$ cat config.mk
export PLATFORM = sky130hd
export DESIGN_NAME = lnk_detect_ctrl
export DESIGN_NICKNAME = d
export VERILOG_FILES = /design/src/rtl/ldc_pkg.sv /design/src/rtl/ldc_cycle_timer.sv /design/src/rtl/ldc_lane_mask.sv /design/src/rtl/ldc_fsm.sv /design/src/rtl/lnk_detect_ctrl.sv
export SDC_FILE = /design/constraint.sdc
export NUM_CORES = 1
export LEC_CHECK = 0
export BUFFER_PORTS_ARGS = -buffer_cell sky130_fd_sc_hd__buf_4
export CORE_MARGIN = 2
export CORE_UTILIZATION = 45
export DETAILED_ROUTE_END_ITERATION = 8
export PLACE_DENSITY = 0.69
export REMOVE_ABC_BUFFERS = 1
export SYNTH_ARGS = -nofsm -noshare
export SYNTH_HDL_FRONTEND = slang
export SYNTH_HIERARCHICAL = 1
export SYNTH_SLANG_ARGS = --single-unit
$ cat constraint.sdc
create_clock -name clk -period 5.4 [get_ports clk]
set_clock_uncertainty 0.1 [all_clocks]
set_input_delay 0.27 -clock clk [delete_from_list [all_inputs] [get_ports clk]]
set_output_delay 0.27 -clock clk [all_outputs]
set_load 0.05 [all_outputs]
$ cat src/rtl/ldc_pkg.sv
package ldc_pkg;
    typedef enum logic [1:0] {
        ST_QUIET  = 2'd0,
        ST_ACTIVE = 2'd1,
        ST_POLL   = 2'd2,
        ST_LINKED = 2'd3
    } ldc_state_e;

    localparam int          OVRD_W     = 2;
    localparam logic [1:0]  OVRD_FORCE = 2'd2;
endpackage

$ cat src/rtl/ldc_cycle_timer.sv
module ldc_cycle_timer #(
    parameter int LIMIT = 16
) (
    input  logic clk,
    input  logic rst,
    input  logic run,
    output logic done
);
    localparam int            CW   = $clog2(LIMIT + 1);
    localparam logic [CW-1:0] LAST = CW'(LIMIT - 1);

    logic [CW-1:0] cnt_d, cnt_q;

    always_comb begin
        done  = run && (cnt_q == LAST);
        cnt_d = cnt_q;
        if (!run) begin
            cnt_d = '0;
        end else if (!done) begin
            cnt_d = cnt_q + 1'b1;
        end
    end

    always_ff @(posedge clk) begin
        if (rst) begin
            cnt_q <= '0;
        end else begin
            cnt_q <= cnt_d;
        end
    end


    no_overflow_chk: assert property (@(posedge clk) disable iff (rst)
        cnt_q <= LAST);


    restart_on_idle_chk: assert property (@(posedge clk) disable iff (rst)
        !run |=> cnt_q == '0);
endmodule

$ cat src/rtl/ldc_lane_mask.sv
module ldc_lane_mask
    import ldc_pkg::*;
#(
    parameter int NUM_LANES = 4
) (
    input  logic                        clk,
    input  logic                        rst,
    input  logic [NUM_LANES-1:0]        lane_assign,
    input  logic [NUM_LANES-1:0]        lane_eidle,
    input  logic [NUM_LANES*OVRD_W-1:0] ovrd_ctrl,
    input  logic [NUM_LANES-1:0]        rx_det_result,
    output logic                        idle_exit,
    output logic [NUM_LANES-1:0]        det_eff
);
    localparam int NCW = $clog2(NUM_LANES + 1);

    logic [NUM_LANES-1:0] eidle_masked;
    logic [NUM_LANES-1:0] force_ok;
    logic [NCW-1:0]       n_assigned;
    logic                 single_lane;

    always_comb begin
        n_assigned = '0;
        for (int i = 0; i < NUM_LANES; i++) begin
            n_assigned = n_assigned + NCW'(lane_assign[i]);
        end
        single_lane = (n_assigned == NCW'(1));
    end

    for (genvar g = 0; g < NUM_LANES; g++) begin : g_lane
        assign eidle_masked[g] = lane_assign[g] ? lane_eidle[g] : 1'b1;
        assign force_ok[g]     = single_lane && lane_assign[g]
                                 && (ovrd_ctrl[g*OVRD_W +: OVRD_W] == OVRD_FORCE);
        assign det_eff[g]      = lane_assign[g] && (rx_det_result[g] || force_ok[g]);
    end

    assign idle_exit = ~&eidle_masked;


    unassigned_never_detected_chk: assert property (@(posedge clk) disable iff (rst)
        (det_eff & ~lane_assign) == '0);


    multi_lane_no_force_chk: assert property (@(posedge clk) disable iff (rst)
        (n_assigned > NCW'(1)) |-> ((det_eff & ~rx_det_result) == '0));
endmodule

$ cat src/rtl/ldc_fsm.sv
module ldc_fsm
    import ldc_pkg::*;
#(
    parameter int NUM_LANES = 4
) (
    input  logic                 clk,
    input  logic                 rst,
    input  logic                 idle_exit,
    input  logic                 quiet_done,
    input  logic                 poll_done,
    input  logic                 rx_det_valid,
    input  logic [NUM_LANES-1:0] det_eff,
    input  logic                 ts_done,
    output logic                 quiet_run,
    output logic                 poll_run,
    output ldc_state_e           state,
    output logic                 det_req,
    output logic [NUM_LANES-1:0] det_lanes,
    output logic                 poll_timeout
);
    typedef struct packed {
        ldc_state_e           st;
        logic                 req;
        logic [NUM_LANES-1:0] lanes;
        logic                 tmo;
        logic                 retry;
    } fsm_regs_t;

    fsm_regs_t r_d, r_q;

    always_comb begin
        r_d       = r_q;
        r_d.req   = 1'b0;
        r_d.tmo   = 1'b0;
        unique case (r_q.st)
            ST_QUIET: begin
                if (quiet_done || (idle_exit && !r_q.retry)) begin
                    r_d.st    = ST_ACTIVE;
                    r_d.req   = 1'b1;
                    r_d.retry = 1'b0;
                end
            end
            ST_ACTIVE: begin
                if (rx_det_valid) begin
                    if (|det_eff) begin
                        r_d.st    = ST_POLL;
                        r_d.lanes = det_eff;
                    end else begin
                        r_d.st    = ST_QUIET;
                        r_d.lanes = '0;
                        r_d.retry = 1'b1;
                    end
                end
            end
            ST_POLL: begin
                if (ts_done) begin
                    r_d.st = ST_LINKED;
                end else if (poll_done) begin
                    r_d.st    = ST_QUIET;
                    r_d.tmo   = 1'b1;
                    r_d.lanes = '0;
                end
            end
            default: begin
                r_d.st = ST_LINKED;
            end
        endcase
    end

    always_ff @(posedge clk) begin
        if (rst) begin
            r_q.st    <= ST_QUIET;
            r_q.req   <= 1'b0;
            r_q.lanes <= '0;
            r_q.tmo   <= 1'b0;
            r_q.retry <= 1'b0;
        end else begin
            r_q <= r_d;
        end
    end

    assign quiet_run    = (r_q.st == ST_QUIET);
    assign poll_run     = (r_q.st == ST_POLL);
    assign state        = r_q.st;
    assign det_req      = r_q.req;
    assign det_lanes    = r_q.lanes;
    assign poll_timeout = r_q.tmo;


    req_on_entry_chk: assert property (@(posedge clk) disable iff (rst)
        r_q.req |-> (r_q.st == ST_ACTIVE) && ($past(r_q.st) == ST_QUIET));


    retry_full_wait_chk: assert property (@(posedge clk) disable iff (rst)
        (r_q.st == ST_QUIET && r_q.retry && !quiet_done) |=> (r_q.st == ST_QUIET));


    timeout_pulse_chk: assert property (@(posedge clk) disable iff (rst)
        r_q.tmo |-> (r_q.st == ST_QUIET) && ($past(r_q.st) == ST_POLL) && (r_q.lanes == '0));


    lanes_clear_before_poll_chk: assert property (@(posedge clk) disable iff (rst)
        (r_q.st == ST_QUIET || r_q.st == ST_ACTIVE) |-> (r_q.lanes == '0));


    linked_hold_chk: assert property (@(posedge clk) disable iff (rst)
        (r_q.st == ST_LINKED) |=> (r_q.st == ST_LINKED) && !r_q.tmo);
endmodule

$ cat src/rtl/lnk_detect_ctrl.sv
module lnk_detect_ctrl
    import ldc_pkg::*;
#(
    parameter int NUM_LANES    = 4,
    parameter int QUIET_CYCLES = 2400000,
    parameter int POLL_CYCLES  = 4800000
) (
    input  logic                        clk,
    input  logic                        rst,
    input  logic [NUM_LANES-1:0]        lane_assign,
    input  logic [NUM_LANES-1:0]        lane_eidle,
    input  logic [NUM_LANES*OVRD_W-1:0] ovrd_ctrl,
    input  logic                        rx_det_valid,
    input  logic [NUM_LANES-1:0]        rx_det_result,
    input  logic                        ts_done,
    output logic                        det_req,
    output logic [1:0]                  state_o,
    output logic [NUM_LANES-1:0]        det_lanes,
    output logic                        poll_timeout
);
    logic                 idle_exit;
    logic [NUM_LANES-1:0] det_eff;
    logic                 quiet_run, poll_run;
    logic                 quiet_done, poll_done;
    ldc_state_e           st;

    ldc_lane_mask #(.NUM_LANES(NUM_LANES)) u_mask (
        .clk           (clk),
        .rst           (rst),
        .lane_assign   (lane_assign),
        .lane_eidle    (lane_eidle),
        .ovrd_ctrl     (ovrd_ctrl),
        .rx_det_result (rx_det_result),
        .idle_exit     (idle_exit),
        .det_eff       (det_eff)
    );

    ldc_cycle_timer #(.LIMIT(QUIET_CYCLES)) u_quiet_tmr (
        .clk  (clk),
        .rst  (rst),
        .run  (quiet_run),
        .done (quiet_done)
    );

    ldc_cycle_timer #(.LIMIT(POLL_CYCLES)) u_poll_tmr (
        .clk  (clk),
        .rst  (rst),
        .run  (poll_run),
        .done (poll_done)
    );

    ldc_fsm #(.NUM_LANES(NUM_LANES)) u_fsm (
        .clk          (clk),
        .rst          (rst),
        .idle_exit    (idle_exit),
        .quiet_done   (quiet_done),
        .poll_done    (poll_done),
        .rx_det_valid (rx_det_valid),
        .det_eff      (det_eff),
        .ts_done      (ts_done),
        .quiet_run    (quiet_run),
        .poll_run     (poll_run),
        .state        (st),
        .det_req      (det_req),
        .det_lanes    (det_lanes),
        .poll_timeout (poll_timeout)
    );

    assign state_o = st;
endmodule

======== Word-level counts from Yosys, hierarchy flattened ========
Cells that the tools add are included.
operators by class
  add/sub/neg operators ................... 5
  multipliers ............................. 0
  divide/modulo/power cells ............... 0
  order comparisons ....................... 0
  equal/unequal tests ..................... 15
  shift-type cells ........................ 0
  multiplexer cells ....................... 19
  bitwise logic cells ..................... 2
  reduce and logical (&&, ||, !) cells .... 33
operator list
  cell                   number
  $add 23x1->23 const B  1
  $eq 23x23->1 const B   1
  $add 22x1->22 const B  1
  $eq 22x22->1 const B   1
  $logic_and 1x1->1      15
  $reduce_and 4->1       3
  $eq 2x2->1 const B     5
  $mux 5                 2
  $mux 2                 4
  $mux 4                 2
  $ne 2x2->1 const B     4
  $pmux 4 s2             1
  $mux 1                 7
  $add 3x1->3            2
  $pmux 2 s3             1
  $logic_or 1x1->1       5
  $reduce_bool 2->1      2
  $reduce_or 2->1        2
  $reduce_or 4->1        1
  $eq 3x1->1 const B     1
  $mux 3                 1
  $ne 3x3->1 const B     1
  $reduce_and 3->1       1
  $reduce_or 3->1        1
  7 further kinds        9
word-level totals
  register bits after elaboration ......... 54
  bits in latches ......................... 0
  bits in writable memories ............... 0
  memory bits (read-only) ................. 0
  output and inout port bits .............. 8
  word-level logic and storage cells ...... 81
  memories ................................ 0

======== Logic depth before layout (Yosys ltp) ========
  word-level depth ........................ 12
  gate-level depth with buffers ........... 10

======== Cells and area by module ========
Netlist, hierarchy kept.
by module, submodules not included
  module                          instances  cells each  area each (sq um)
  ldc_cycle_timer at u_poll_tmr   1          144         1201.2
  ldc_cycle_timer at u_quiet_tmr  1          131         1102.3
  ldc_fsm                         1          42          407.9
  ldc_lane_mask                   1          21          175.2

======== Worst setup path after synthesis ========
OpenSTA, ideal clock, no wires.
  path type ............................... input -> register
  start point ............................. input port lane_assign[0]
  end point ............................... register u_fsm/r_q[0] in the netlist's numbering
  arrival ................................. 2446 ps
  required time ........................... 5241 ps
  path slack .............................. 2795 ps
  cell stages on the path ................. 10
  buffers on the path ..................... 0
  cells stage by stage .................... inv_1 fa_1 inv_1 ha_1 ha_1 nor3b_4 a32o_1 or4_4 o21ai_1 o311a_1
between the ends
  cells in the longest elaborated chain, start to end .. 11
ends and longest elaborated chain
  item                          RTL line               text
  start, declared               lnk_detect_ctrl.sv:10  input logic [NUM_LANES-1:0] lane_assign,
  $add 1x1->2                   ldc_lane_mask.sv:25    n_assigned = n_assigned + NCW'(lane_assign[i]);
  $add 3x1->3 (2 in series)     ldc_lane_mask.sv:25
  $eq 3x1->1                    ldc_lane_mask.sv:27    single_lane = (n_assigned == NCW'(1));
  $logic_and 1x1->1             ldc_lane_mask.sv:32    assign force_ok[g] = single_lane && lane_assign[g]
  $logic_and 1x1->1             ldc_lane_mask.sv:33    && (ovrd_ctrl[g*OVRD_W +: OVRD_W] == OVRD_FORCE);
  $logic_or 1x1->1              ldc_lane_mask.sv:34    assign det_eff[g] = lane_assign[g] && (rx_det_result[g] || force_ok[g]);
  $logic_and 1x1->1 *           ldc_lane_mask.sv:34
  net det_eff[0]                lnk_detect_ctrl.sv:22  logic [NUM_LANES-1:0] det_eff;
  $reduce_or 4->1 *             ldc_fsm.sv:45          if (|det_eff) begin
  $ne 2x2->1 (no line) *        n/a
  $reduce_and 4->1 (no line) *  n/a
  end signal, assigned          ldc_fsm.sv:78          r_q <= r_d;
  end, declared                 ldc_fsm.sv:29          fsm_regs_t r_d, r_q;
The timed path passes the listed nets; every way through them passes the cells marked *.
A chain may end at the register's enable or synchronous reset.

======== Worst setup path in the final report ========
  start point ............................. register u_fsm/state[1] (netlist name)
  end point ............................... register u_fsm.r_q, in the netlist u_fsm/det_lanes[0]
between the ends
  cells in the longest elaborated chain, start to end .. 4
ends and longest elaborated chain
  item                        RTL line               text
  $eq 2x2->1                  ldc_fsm.sv:83          assign poll_run = (r_q.st == ST_POLL);
  net poll_run                lnk_detect_ctrl.sv:23  logic quiet_run, poll_run;
  $logic_and 1x1->1           ldc_cycle_timer.sv:15  done = run && (cnt_q == LAST);
  net poll_done               lnk_detect_ctrl.sv:24  logic quiet_done, poll_done;
  $ne 2x2->1 (no line)        n/a
  $reduce_and 4->1 (no line)  n/a
The timed path passes the listed nets, and every way through them passes these cells.

==> out/metrics.yaml <==
power:
  internal_power_uw: 526
  seqPwrFrac_pct: 58.0
  power.density_nw_per_um2: 223
  p_sw_uw: 181
  ir_worst_vdd_uv: 132
  finalPower_uw: 707
  p_clk_share_pct: 31.2
  p_leak_nw: 1.08
  p_comb_share_pct: 10.8
  swShare_pct: 25.6
cells_and_area:
  regArea_sq_um: 1080
  fin_nets: 385
  layout_commonest_cell: "dfxtp_1"
  stdcell_area_sq_um: 3170
  diodes: 0
  area_growth_pct: 9.88
  layout_common_cells: "54 x dfxtp_1, 31 x buf_4, 27 x a21oi_1, 23 x nand3_1, 20 x nand2_1"
  fillers: 593
  drive_above_1_share_pct: 15.7
  multi_input_area_sq_um: 1610
synth:
  ys.flop_type: "dfxtp_1"
  netlist_area_sq_um: 2890
  synth.distinct_cells: 62
  synth.avg_cell_area_sq_um: 8.54
  ys_ff_latch: 54
  yosys_warnings: 6
  syn_inst: 338
  synth_edf_count: 0
  seq_area_frac_synth_pct: 37.5
  async_reset_ff_share_pct: 0
global_route:
  grt_use_total_pct: 17.8
  antenna_found_initial: 0
  gr-total-overflow: 0
  first_global_vias: 2335
  grt_max_degree: 22
  grt_pass1_wl_microns: 10600
clock_tree:
  post_cts_buffers: 0
  cts_tree: "yes"
  clk_pin_slew_worst_paths_ns: 0.10
  cts_buffer_depth: 2
  clock-sinks: 54
  htreeDepth: 2
  clk_latency_ns: 0.31
  cts_resized: 0
  holdBufCountCts: 0
  root_buffer: "clkbuf_8"
  cts_buffers: 5
die:
  ios: 32
  core_area_sq_um: 6280
  die_w_microns: 84.1
  fp-row-count: 29
  die_area_sq_um: 7070
  fp.dieH_microns: 84.1
  initial_core_util_pct: 46.0
timing:
  setup_tns_ns: 0
  fin_crit_ns: 2.70
  worst_hold_slack_ns: 0.100
  fin_crit_sh_pct: 50.1
  relSlewSlack_pct: 46.7
  slew_viol_final: 0
  setup_violations: 0
  fmax_mhz: 370
  hold_viol_final: 0
  worstMarginPinSlew_ns: 0.800
  postLayoutSetupSlackWorst_ns: 2.70
  rsz0062_at_grt: "no"
detailed_routing:
  drtPass1Iterations: 4
  via_per_inst: 5.82
  drt_wl_total_microns: 5990
  num_vias: 2519
  drt_iter0_drc: 82
  drc: 0
  antenna_left: 0
  wl_per_cell_microns: 13.8
worst_hold_path:
  hold_class: "in2reg"
critical_path:
  cp-end-kind: "flop"
  max_stage_delay_ns: 0.47
  crit_path_top_delay_cell: "dfxtp_1"
  critPathMaxFanout: 10
  crit_type: "reg2reg"
  worstPathArrival_ns: 2.82
  startpoint_type: "flop"
  critPathRequiredTime_ns: 5.52
  cp_common_cell: "inv_1"
  rrSetupSlack_ns: 2.70
  worstPathCellList: "inv_1 -> nor2_1 -> nor4bb_1 -> and4_1 -> nand2_1 -> inv_1 -> and4bb_1 -> a311oi_2 -> a22o_2"
place:
  io_buffers: 31
  dpl_worst_slack_ns: 2.56
  placed_area_sq_um: 3090
  place_congestion: 0.763
  hpwl_microns: 4370
status:
  status: "finished, final reports clean"
run:
  drv_cap: 0
[power groups by stage]
stage	combinational (mW)	sequential (mW)	clock [mW]
finish	0.0760	0.410	0.221
global route	0.0836	0.411	0.244
CTS	0.0765	0.410	0.228
detailed placement	0.0762	0.420	0
global placement	0.0757	0.420	0
floorplan	0.0356	0.430	0
[cells in the mapped netlist, types with 3 or more instances]
library cell	instances	share of area (%)
and4_1	5	1.5
or4_1	8	2.1
and3_1	3	0.65
or3_1	8	1.7
nor4_1	8	1.7
nor2_1	19	2.5
a32o_1	4	1.4
o21ai_0	15	2.6
a21oi_1	27	4.7
ha_1	4	1.7
inv_1	18	2.3
nor2b_1	6	1.3
o31ai_1	7	1.8
and3_2	3	0.78
dfxtp_1	54	37
buf_4	7	1.8
o211ai_1	3	0.78
nand2b_1	8	1.7
a31oi_1	4	0.87
nor3_1	7	1.2
xnor2_1	10	3.0
clkbuf_1	5	0.65
a22o_1	3	0.91
nand4_1	13	2.8
nor4bb_1	3	1.0
buf_2	3	0.52
nand2_1	20	2.6
nand3_1	23	4.0
buf_6	3	1.2
[logic make-up after synthesis]
family,Yosys count,synth area share (%)
XOR/XNOR,11,3.34
AO/OA/AOI/OAI,78,17.8
AND/OR/NAND/NOR,152,32.2
buffers and inverters,38,6.76
adder cells (fa/ha/maj),5,2.43
flip-flops,54,37.5
[worst max-delay path, delay by kind of cell, from the launching register on]
family	cells	cell delay [ns]
simple gates	5	1.43
flops	1	0.47
buf+inv	2	0.22
compound gates	2	0.36
[path summary, 6_finish.rpt]
| check | startpoint | end | depth (start not counted) |
|---|---|---|---|
| min | rst | u_fsm/state[1] | 2 |
| max reg2reg | u_fsm/state[1] | u_fsm/det_lanes[0] | 9 |
| min reg2reg | u_quiet_tmr/cnt_q[21] | u_quiet_tmr/cnt_q[21] | 2 |
| max | u_fsm/state[1] | u_fsm/det_lanes[0] | 9 |
[layout make-up]
cell class	count	area share (%)
Sequential cell	54	34.1
Clock inverter	2	0.473
Multi-Input combinational cell	246	50.8
Timing Repair Buffer	31	7.34
Inverter	18	2.13
Clock buffer	5	2.17
Tap cell	77	3.04
[routing by layer]
metal  up-vias  track usage [%]  wire length (microns)
met5         -                0                      0
met4         0             3.96                     27
met3         2             4.45                    110
met2        21             29.7                   2950
met1      1201             23.3                   2900
li1       1295                -                      -
[metrics by stage]
| step | std cells | util [%] |
|---|---|---|
| after floorplan | 318 | - |
| after global placement | 426 | 49.2 |
| after detailed placement | 426 | 49.2 |
| after CTS | 433 | 50.5 |
| after global routing | 433 | 50.5 |
| final | 433 | 50.5 |
[flip-flops by register name (all words and copies together), names as in the netlist]
register            flops
u_poll_tmr/cnt_q       23
u_quiet_tmr/cnt_q      22
u_fsm/det_req           1
u_fsm/det_lanes         4
u_fsm/r_q               1
u_fsm/poll_timeout      1
u_fsm/state             2
Power figures use the tool's default switching activity.
